$ cat config.mk
export PLATFORM = sky130hd
export DESIGN_NAME = psw_feedback_divider
export DESIGN_NICKNAME = d
export VERILOG_FILES = /design/src/rtl/psw_div_pkg.sv /design/src/rtl/psw_prescaler.sv /design/src/rtl/psw_swallow_ctrl.sv /design/src/rtl/psw_ref_div.sv /design/src/rtl/psw_feedback_divider.sv
export SDC_FILE = /design/constraint.sdc
export NUM_CORES = 1
export LEC_CHECK = 0
export CAP_MARGIN = 40
export CORE_UTILIZATION = 41
export DETAILED_ROUTE_END_ITERATION = 10
export SLEW_MARGIN = 25
export SYNTH_ARGS = -nofsm -noshare
export SYNTH_HDL_FRONTEND = slang
export SYNTH_SLANG_ARGS = --single-unit
$ cat constraint.sdc
create_clock -name clk -period 3.2 [get_ports clk]
set_input_delay 0.96 -clock clk [delete_from_list [all_inputs] [get_ports clk]]
set_output_delay 0.96 -clock clk [all_outputs]
set_load 0.01 [all_outputs]
$ cat src/rtl/psw_div_pkg.sv
package psw_div_pkg;
  localparam int SWALLOW_W_DEF = 5;
  localparam int PROG_W_DEF    = 10;
  localparam int REF_W_DEF     = 10;
  localparam int MIN_PROG_DEF  = 3;
  localparam int MIN_REF_DEF   = 2;

  typedef enum logic {
    MOD_BASE = 1'b0,
    MOD_PLUS = 1'b1
  } psw_mod_e;
endpackage

$ cat src/rtl/psw_prescaler.sv
module psw_prescaler
  import psw_div_pkg::*;
#(
  parameter int SWALLOW_W = SWALLOW_W_DEF
) (
  input  logic     clk,
  input  logic     rst_n,
  input  logic     hold,
  input  psw_mod_e mod_sel,
  output logic     cyc_end
);
  localparam int BASE_MOD = 1 << SWALLOW_W;
  localparam int CNT_W    = SWALLOW_W + 1;

  logic [CNT_W-1:0] cnt;
  logic [CNT_W-1:0] last_val;

  // the plus modulus spends one extra input clock per prescaler cycle
  always_comb begin
    if (mod_sel == MOD_PLUS) last_val = CNT_W'(BASE_MOD);
    else                     last_val = CNT_W'(BASE_MOD - 1);
  end

  assign cyc_end = !hold && (cnt == last_val);

  always_ff @(posedge clk or negedge rst_n) begin
    if (!rst_n)                cnt <= '0;
    else if (hold || cyc_end)  cnt <= '0;
    else                       cnt <= cnt + 1'b1;
  end
endmodule

$ cat src/rtl/psw_swallow_ctrl.sv
module psw_swallow_ctrl
  import psw_div_pkg::*;
#(
  parameter int SWALLOW_W = SWALLOW_W_DEF,
  parameter int PROG_W    = PROG_W_DEF,
  parameter int MIN_PROG  = MIN_PROG_DEF
) (
  input  logic                 clk,
  input  logic                 rst_n,
  input  logic                 hold,
  input  logic [SWALLOW_W-1:0] a_in,
  input  logic [PROG_W-1:0]    b_in,
  input  logic                 presc_end,
  output psw_mod_e             mod_sel,
  output logic                 period_end,
  output logic                 cfg_bad
);
  logic [SWALLOW_W-1:0] a_rem;
  logic [PROG_W-1:0]    b_rem;
  logic                 set_bad;
  logic [SWALLOW_W-1:0] a_ld;
  logic [PROG_W-1:0]    b_ld;
  logic                 reload;

  // illegal sets fall back to the smallest legal ratio
  always_comb begin
    set_bad = (b_in < PROG_W'(MIN_PROG)) || (PROG_W'(a_in) > b_in);
    a_ld    = set_bad ? '0 : a_in;
    b_ld    = set_bad ? PROG_W'(MIN_PROG) : b_in;
  end

  assign mod_sel    = (a_rem != '0) ? MOD_PLUS : MOD_BASE;
  assign period_end = presc_end && (b_rem == PROG_W'(1));
  assign reload     = hold || period_end;

  always_ff @(posedge clk or negedge rst_n) begin
    if (!rst_n) begin
      a_rem   <= '0;
      b_rem   <= PROG_W'(MIN_PROG);
      cfg_bad <= 1'b0;
    end else if (reload) begin
      a_rem   <= a_ld;
      b_rem   <= b_ld;
      cfg_bad <= set_bad;
    end else if (presc_end) begin
      b_rem <= b_rem - 1'b1;
      if (a_rem != '0) a_rem <= a_rem - 1'b1;
    end
  end
endmodule

$ cat src/rtl/psw_ref_div.sv
module psw_ref_div
  import psw_div_pkg::*;
#(
  parameter int REF_W   = REF_W_DEF,
  parameter int MIN_REF = MIN_REF_DEF
) (
  input  logic             clk,
  input  logic             rst_n,
  input  logic             hold,
  input  logic [REF_W-1:0] r_in,
  output logic             ref_end,
  output logic             cfg_bad
);
  logic [REF_W-1:0] r_rem;
  logic             r_bad;
  logic [REF_W-1:0] r_ld;

  always_comb begin
    r_bad = r_in < REF_W'(MIN_REF);
    r_ld  = r_bad ? REF_W'(MIN_REF) : r_in;
  end

  assign ref_end = !hold && (r_rem == REF_W'(1));

  always_ff @(posedge clk or negedge rst_n) begin
    if (!rst_n) begin
      r_rem   <= REF_W'(MIN_REF);
      cfg_bad <= 1'b0;
    end else if (hold || ref_end) begin
      r_rem   <= r_ld;
      cfg_bad <= r_bad;
    end else begin
      r_rem <= r_rem - 1'b1;
    end
  end
endmodule

$ cat src/rtl/psw_feedback_divider.sv
module psw_feedback_divider
  import psw_div_pkg::*;
#(
  parameter int SWALLOW_W = SWALLOW_W_DEF,
  parameter int PROG_W    = PROG_W_DEF,
  parameter int REF_W     = REF_W_DEF,
  parameter int MIN_PROG  = MIN_PROG_DEF,
  parameter int MIN_REF   = MIN_REF_DEF
) (
  input  logic                 clk,
  input  logic                 rst_n,
  input  logic                 hold,
  input  logic [SWALLOW_W-1:0] swallow_cnt,
  input  logic [PROG_W-1:0]    prog_cnt,
  input  logic [REF_W-1:0]     ref_cnt,
  output logic                 fb_pulse,
  output logic                 ref_pulse,
  output logic                 fb_cfg_err,
  output logic                 ref_cfg_err
);
  psw_mod_e mod_sel;
  logic     presc_end;
  logic     period_end;
  logic     ref_end;

  psw_prescaler #(.SWALLOW_W(SWALLOW_W)) u_pre (
    .clk     (clk),
    .rst_n   (rst_n),
    .hold    (hold),
    .mod_sel (mod_sel),
    .cyc_end (presc_end)
  );

  psw_swallow_ctrl #(
    .SWALLOW_W (SWALLOW_W),
    .PROG_W    (PROG_W),
    .MIN_PROG  (MIN_PROG)
  ) u_ctl (
    .clk        (clk),
    .rst_n      (rst_n),
    .hold       (hold),
    .a_in       (swallow_cnt),
    .b_in       (prog_cnt),
    .presc_end  (presc_end),
    .mod_sel    (mod_sel),
    .period_end (period_end),
    .cfg_bad    (fb_cfg_err)
  );

  psw_ref_div #(.REF_W(REF_W), .MIN_REF(MIN_REF)) u_ref (
    .clk     (clk),
    .rst_n   (rst_n),
    .hold    (hold),
    .r_in    (ref_cnt),
    .ref_end (ref_end),
    .cfg_bad (ref_cfg_err)
  );

  // registered pulses: one clock wide, issued on the terminal edge
  always_ff @(posedge clk or negedge rst_n) begin
    if (!rst_n) begin
      fb_pulse  <= 1'b0;
      ref_pulse <= 1'b0;
    end else begin
      fb_pulse  <= period_end;
      ref_pulse <= ref_end;
    end
  end
endmodule

==> results by stage <==
Setup path:
- The largest individual stage delay along the critical path comes from the cell sky130_fd_sc_hd__clkdlybuf4s50_1.
- The worst setup slack for register-to-register paths is 650 ps.
- In this run the critical register-to-register path is launched from u_ctl.a_rem[0]$_DFFE_PN0P_.
- For the worst setup path, the data required time is 3380 ps.
- In this design, the stage delay of the slowest critical-path cell is ~520 ps.
- The top fanout value on the critical path is 9.
- The element type at the critical path end is a flip-flop.
- The worst register-to-register path ends at u_ctl.b_rem[9]$_DFFE_PN0P_.
- Among the stages of the critical path, the cell type that occurs most often is sky130_fd_sc_hd__o21ai_0.
- The worst path arrival time is 2950 ps.
- The critical path goes through clkdlybuf4s50_1 -> inv_1 -> ha_1 -> and3_1 -> o21ai_0 -> a32oi_1 -> o21ai_0 -> and2_4 -> a221o_2.
- The category of the most critical setup path is primary input to flip-flop.
- The kind of start point of the critical path is a primary input.
- For the worst flop-to-flop path, the logic depth is 7.

STA:
- For the pin with the worst max-slew slack, the measured transition is 677 ps.
- The worst pin sits at a relative slew slack of 0.545.
- The peak clock frequency supported by timing is 360 MHz.
- The final-report max-slew violation count is 0.
- The maximum clock skew at final layout is 6.14 ps.
- Setup repair after global routing left no endpoint under its margin.
- Setup violations remaining at the end of the flow were counted as 0.
- For the finished layout, the period the worst path requires is 2780 ps.
- Once routing completed, OpenROAD measured the worst setup slack at 422 ps.
- The number of hold-slack violations in the final timing report came to 0.
- Dividing the final minimum period by the clock period gives 0.868.
- The summed negative setup slack over all endpoints is 0 ps.

GRT:
- The initial antenna violation count is 0.
- Summed over all layers, the global routing overflow is 0.
- The global-route wire length before repair is 7530 µm.
- The largest net degree at the start of global routing is 36.
- The via count of the first global-routing pass came to 1634.
- The global-route total usage across every layer is 0.181.

Clocking:
- TritonCTS built the clock tree.
- The number of hold-repair buffers added at the cts stage is 0.
- The clock sink count is 35.
- In this run, CTS created clock tree buffers numbering 5.
- The clock reaches the later pin of the worst-skew pair after 290 ps.
- After clock tree synthesis, the clock-pin slew on the worst setup and hold paths is 70 ps.
- The number of setup buffers added after CTS is 0.
- The number of instances resized during post-cts repair is 0.
- The tree is rooted in a sky130_fd_sc_hd__clkbuf_8.
- The CTS H-tree depth is 2.
- In this run the deepest clock path goes through 2 buffers.

Synth:
- The largest total area in the synthesized netlist belongs to sky130_fd_sc_hd__dfrtp_1.
- Counting flops with a built-in enable in the synthesized netlist gives 0.
- The synthesized net count is 269.
- The post-synthesis cell count is 229.
- In this run the mean area of a mapped cell was approximately 9.4 µm².
- The netlist uses 57 different library cells.
- For this run, the register share of the synthesized area comes to 0.411.
- The synthesis-stage register bit count is 35.
- The most used flip-flop cell after synthesis is sky130_fd_sc_hd__dfrtp_1.
- After synthesis, the cell types taking the most area are sky130_fd_sc_hd__dfrtp_1 37%, sky130_fd_sc_hd__ha_1 7.0%, sky130_fd_sc_hd__a21oi_1 4.2%.
- In the synthesized netlist the async set-or-reset flop fraction comes to 1.00.
- The yosys synthesis warning count is 0.
- The mapped netlist covers 2140 µm².
- Of the post-synthesis cell area, the dominant cell type holds 0.374.

Layout:
- Fill cells in the final layout number between 400 and 500.
- The count of nets after finishing is ~310.
- The fraction of layout instances using a drive strength above 1 is 0.105.
- 0 antenna diodes ended up in the layout.
- Relative to the synthesized area, the layout overhead comes to 22.4%.

Min path:
- The class of the worst hold path is flip-flop to flip-flop.
- The startpoint identified for the worst hold timing path is u_ctl.cfg_bad$_DFFE_PN0N_.
- The worst hold path passes through 2 cells.
- The worst hold path terminates at u_ctl.cfg_bad$_DFFE_PN0N_.

Die:
- The floorplan core area is between 4000 and 5000 µm².
- The die outline width is between 70 and 80 µm.
- The number of core rows is 25.
- The total die area is 5520 µm².
- The die is between 70 and 80 µm tall.
- The effective utilization at floorplan is 0.439.
- During I/O placement, the number of pins put on the boundary was 32.

Placement:
- The total of buffers placed on input and output ports is 31.
- Timing analysis after detailed placement gives a worst setup slack of 115 ps.
- At the end of routability-driven placement, the weighted congestion stood at 0.793.
- The placed wire-length estimate is ~3500 µm.

Routing:
- The first detailed-routing pass ran for 4 iterations.
- The detailed-route via count is about 1800.
- The routed wire length per instance is 13.3 µm.
- The via count normalized by instance count is 5.34.
- The count of nets left with antenna violations after detail routing is 0.
- The final routed DRC violation total is 0.
- The final layout contains routed wiring with a total length of 4460 µm.
- The number of DRC markers after the initial detailed-route iteration is between 60 and 70.

Power and ir drop:
- The total leakage power is ~1.1 nW.
- The power density over cell area is approximately 410 nW/µm².
- The worst ir drop on vdd is roughly 0.16 mV.

Flow run:
- The max-capacitance violation count is 0.

Run status:
- The flow ran to the end, and the final reports show no timing, DRC or antenna violations.
-- how the worst max path moves through the flow --
stage,depth (start not counted),slack [ps],startpoint,to
finish,9,420,prog_cnt[4],u_ctl.a_rem[0]$_DFFE_PN0P_
global placement,9,150,prog_cnt[4],u_ctl.a_rem[0]$_DFFE_PN0P_
floorplan,9,690,prog_cnt[4],u_ctl.a_rem[0]$_DFFE_PN0P_
global route,9,300,prog_cnt[4],u_ctl.a_rem[0]$_DFFE_PN0P_
detailed placement,9,120,prog_cnt[3],u_ctl.a_rem[0]$_DFFE_PN0P_
CTS,9,420,prog_cnt[2],u_ctl.a_rem[0]$_DFFE_PN0P_
-- per-layer routing --
| metal | global-route usage | up-vias | share of wire |
|---|---|---|---|
| li1 | - | 908 | - |
| met1 | 0.255 | 838 | 0.52 |
| met2 | 0.272 | 33 | 0.43 |
| met3 | 0.0474 | 6 | 0.043 |
| met4 | 0.0587 | 0 | 0.010 |
| met5 | 0 | - | 0 |
-- cell usage after synthesis, types with 3 or more instances --
cell type and number:
sky130_fd_sc_hd__nor2b_1 3, sky130_fd_sc_hd__a21oi_1 18, sky130_fd_sc_hd__nand2_1 14, sky130_fd_sc_hd__a22oi_1 4, sky130_fd_sc_hd__nor4_1 7, sky130_fd_sc_hd__nor3_1 9
sky130_fd_sc_hd__ha_1 12, sky130_fd_sc_hd__dfstp_2 3, sky130_fd_sc_hd__inv_1 18, sky130_fd_sc_hd__nor2_1 23, sky130_fd_sc_hd__xor2_1 5, sky130_fd_sc_hd__o21ai_0 11
sky130_fd_sc_hd__xnor2_1 6, sky130_fd_sc_hd__dfrtp_1 32, sky130_fd_sc_hd__o2bb2ai_1 6, sky130_fd_sc_hd__nand3_1 6, sky130_fd_sc_hd__mux2i_1 3, sky130_fd_sc_hd__nor3b_1 4
-- placed cells by master, fill, tap and decap left out, drive strengths merged, types with 2 or more instances in the layout --
| master | synthesis | final |
|---|---|---|
| a21o | 3 | 3 |
| a21oi | 19 | 19 |
| a22oi | 4 | 4 |
| a32oi | 2 | 2 |
| and2 | 3 | 3 |
| and3 | 2 | 2 |
| buf | 5 | 5 |
| clkbuf | 1 | 7 |
| clkdlybuf4s50 | 0 | 31 |
| dfrtp | 32 | 32 |
| dfstp | 3 | 3 |
| ha | 12 | 12 |
| inv | 18 | 18 |
| mux2i | 3 | 3 |
| nand2 | 15 | 15 |
| nand3 | 6 | 6 |
| nand4b | 2 | 2 |
| nor2 | 23 | 23 |
| nor2b | 3 | 3 |
| nor3 | 9 | 9 |
| nor3b | 4 | 4 |
| nor4 | 7 | 7 |
| o21ai | 11 | 11 |
| o22ai | 2 | 2 |
| o2bb2ai | 6 | 6 |
| o31ai | 2 | 2 |
| or4 | 3 | 3 |
| xnor2 | 6 | 6 |
| xor2 | 5 | 5 |
-- flip-flops by register name (all words and copies together) (netlist names) --
name / cells
u_ref.cfg_bad: 1
u_ctl.cfg_bad: 1
u_ref.r_rem: 10
u_ctl.b_rem: 10
ref_pulse: 1
u_ctl.a_rem: 5
u_pre.cnt: 6
fb_pulse: 1
-- metrics by stage --
step	total power [W]	util	std cells	hold slack (ps)	cell area, µm²
floorplan	0.000663	-	229	469	2140
finish	0.00107	0.537	334	499	2620
global route	0.00114	0.537	334	523	2620
CTS	0.00108	0.537	334	504	2620
global placement	0.000748	0.519	326	476	2530
detailed placement	0.000750	0.519	326	484	2530
-- logic make-up (layout without fill, tap and decap cells) --
kind of cell | count (synthesis) | count (layout) | share of synthesized area
XOR/XNOR | 11 | 11 | 0.0450
adder cells (fa/ha/maj) | 12 | 12 | 0.0701
AND/OR/NAND/NOR | 82 | 82 | 0.208
multiplexers | 3 | 3 | 0.0140
buffers and inverters | 24 | 62 | 0.0514
AO/OA/AOI/OAI | 62 | 62 | 0.201
flip-flops | 35 | 35 | 0.411
-- worst max-delay path, delay by kind of cell --
kind	cells	cell delay [ps]
buffers and inverters	2	580
and+or+nand+nor	2	390
AOI/OAI and AO/OA	4	740
adders and majority gates	1	280
-- where the power goes --
group / switching, W / internal (W)
Sequential: 0.0000458 / 0.000489
Combinational: 0.0000975 / 0.000108
Clock: 0.000158 / 0.000174
Total: 0.000302 / 0.000770
-- final cells by class --
| cell class | count | area [µm²] | share of cell area |
|---|---|---|---|
| inverters | 18 | 67.6 | 0.0258 |
| well taps | 67 | 83.8 | 0.0320 |
| flip-flops and latches | 35 | 880 | 0.335 |
| repair buffers | 36 | 348 | 0.133 |
| multi-input cells | 170 | 1150 | 0.439 |
| clock buffers | 7 | 86.3 | 0.0329 |
| clock inverters | 1 | 5.00 | 0.00191 |
(Power assumes the default switching activity.)
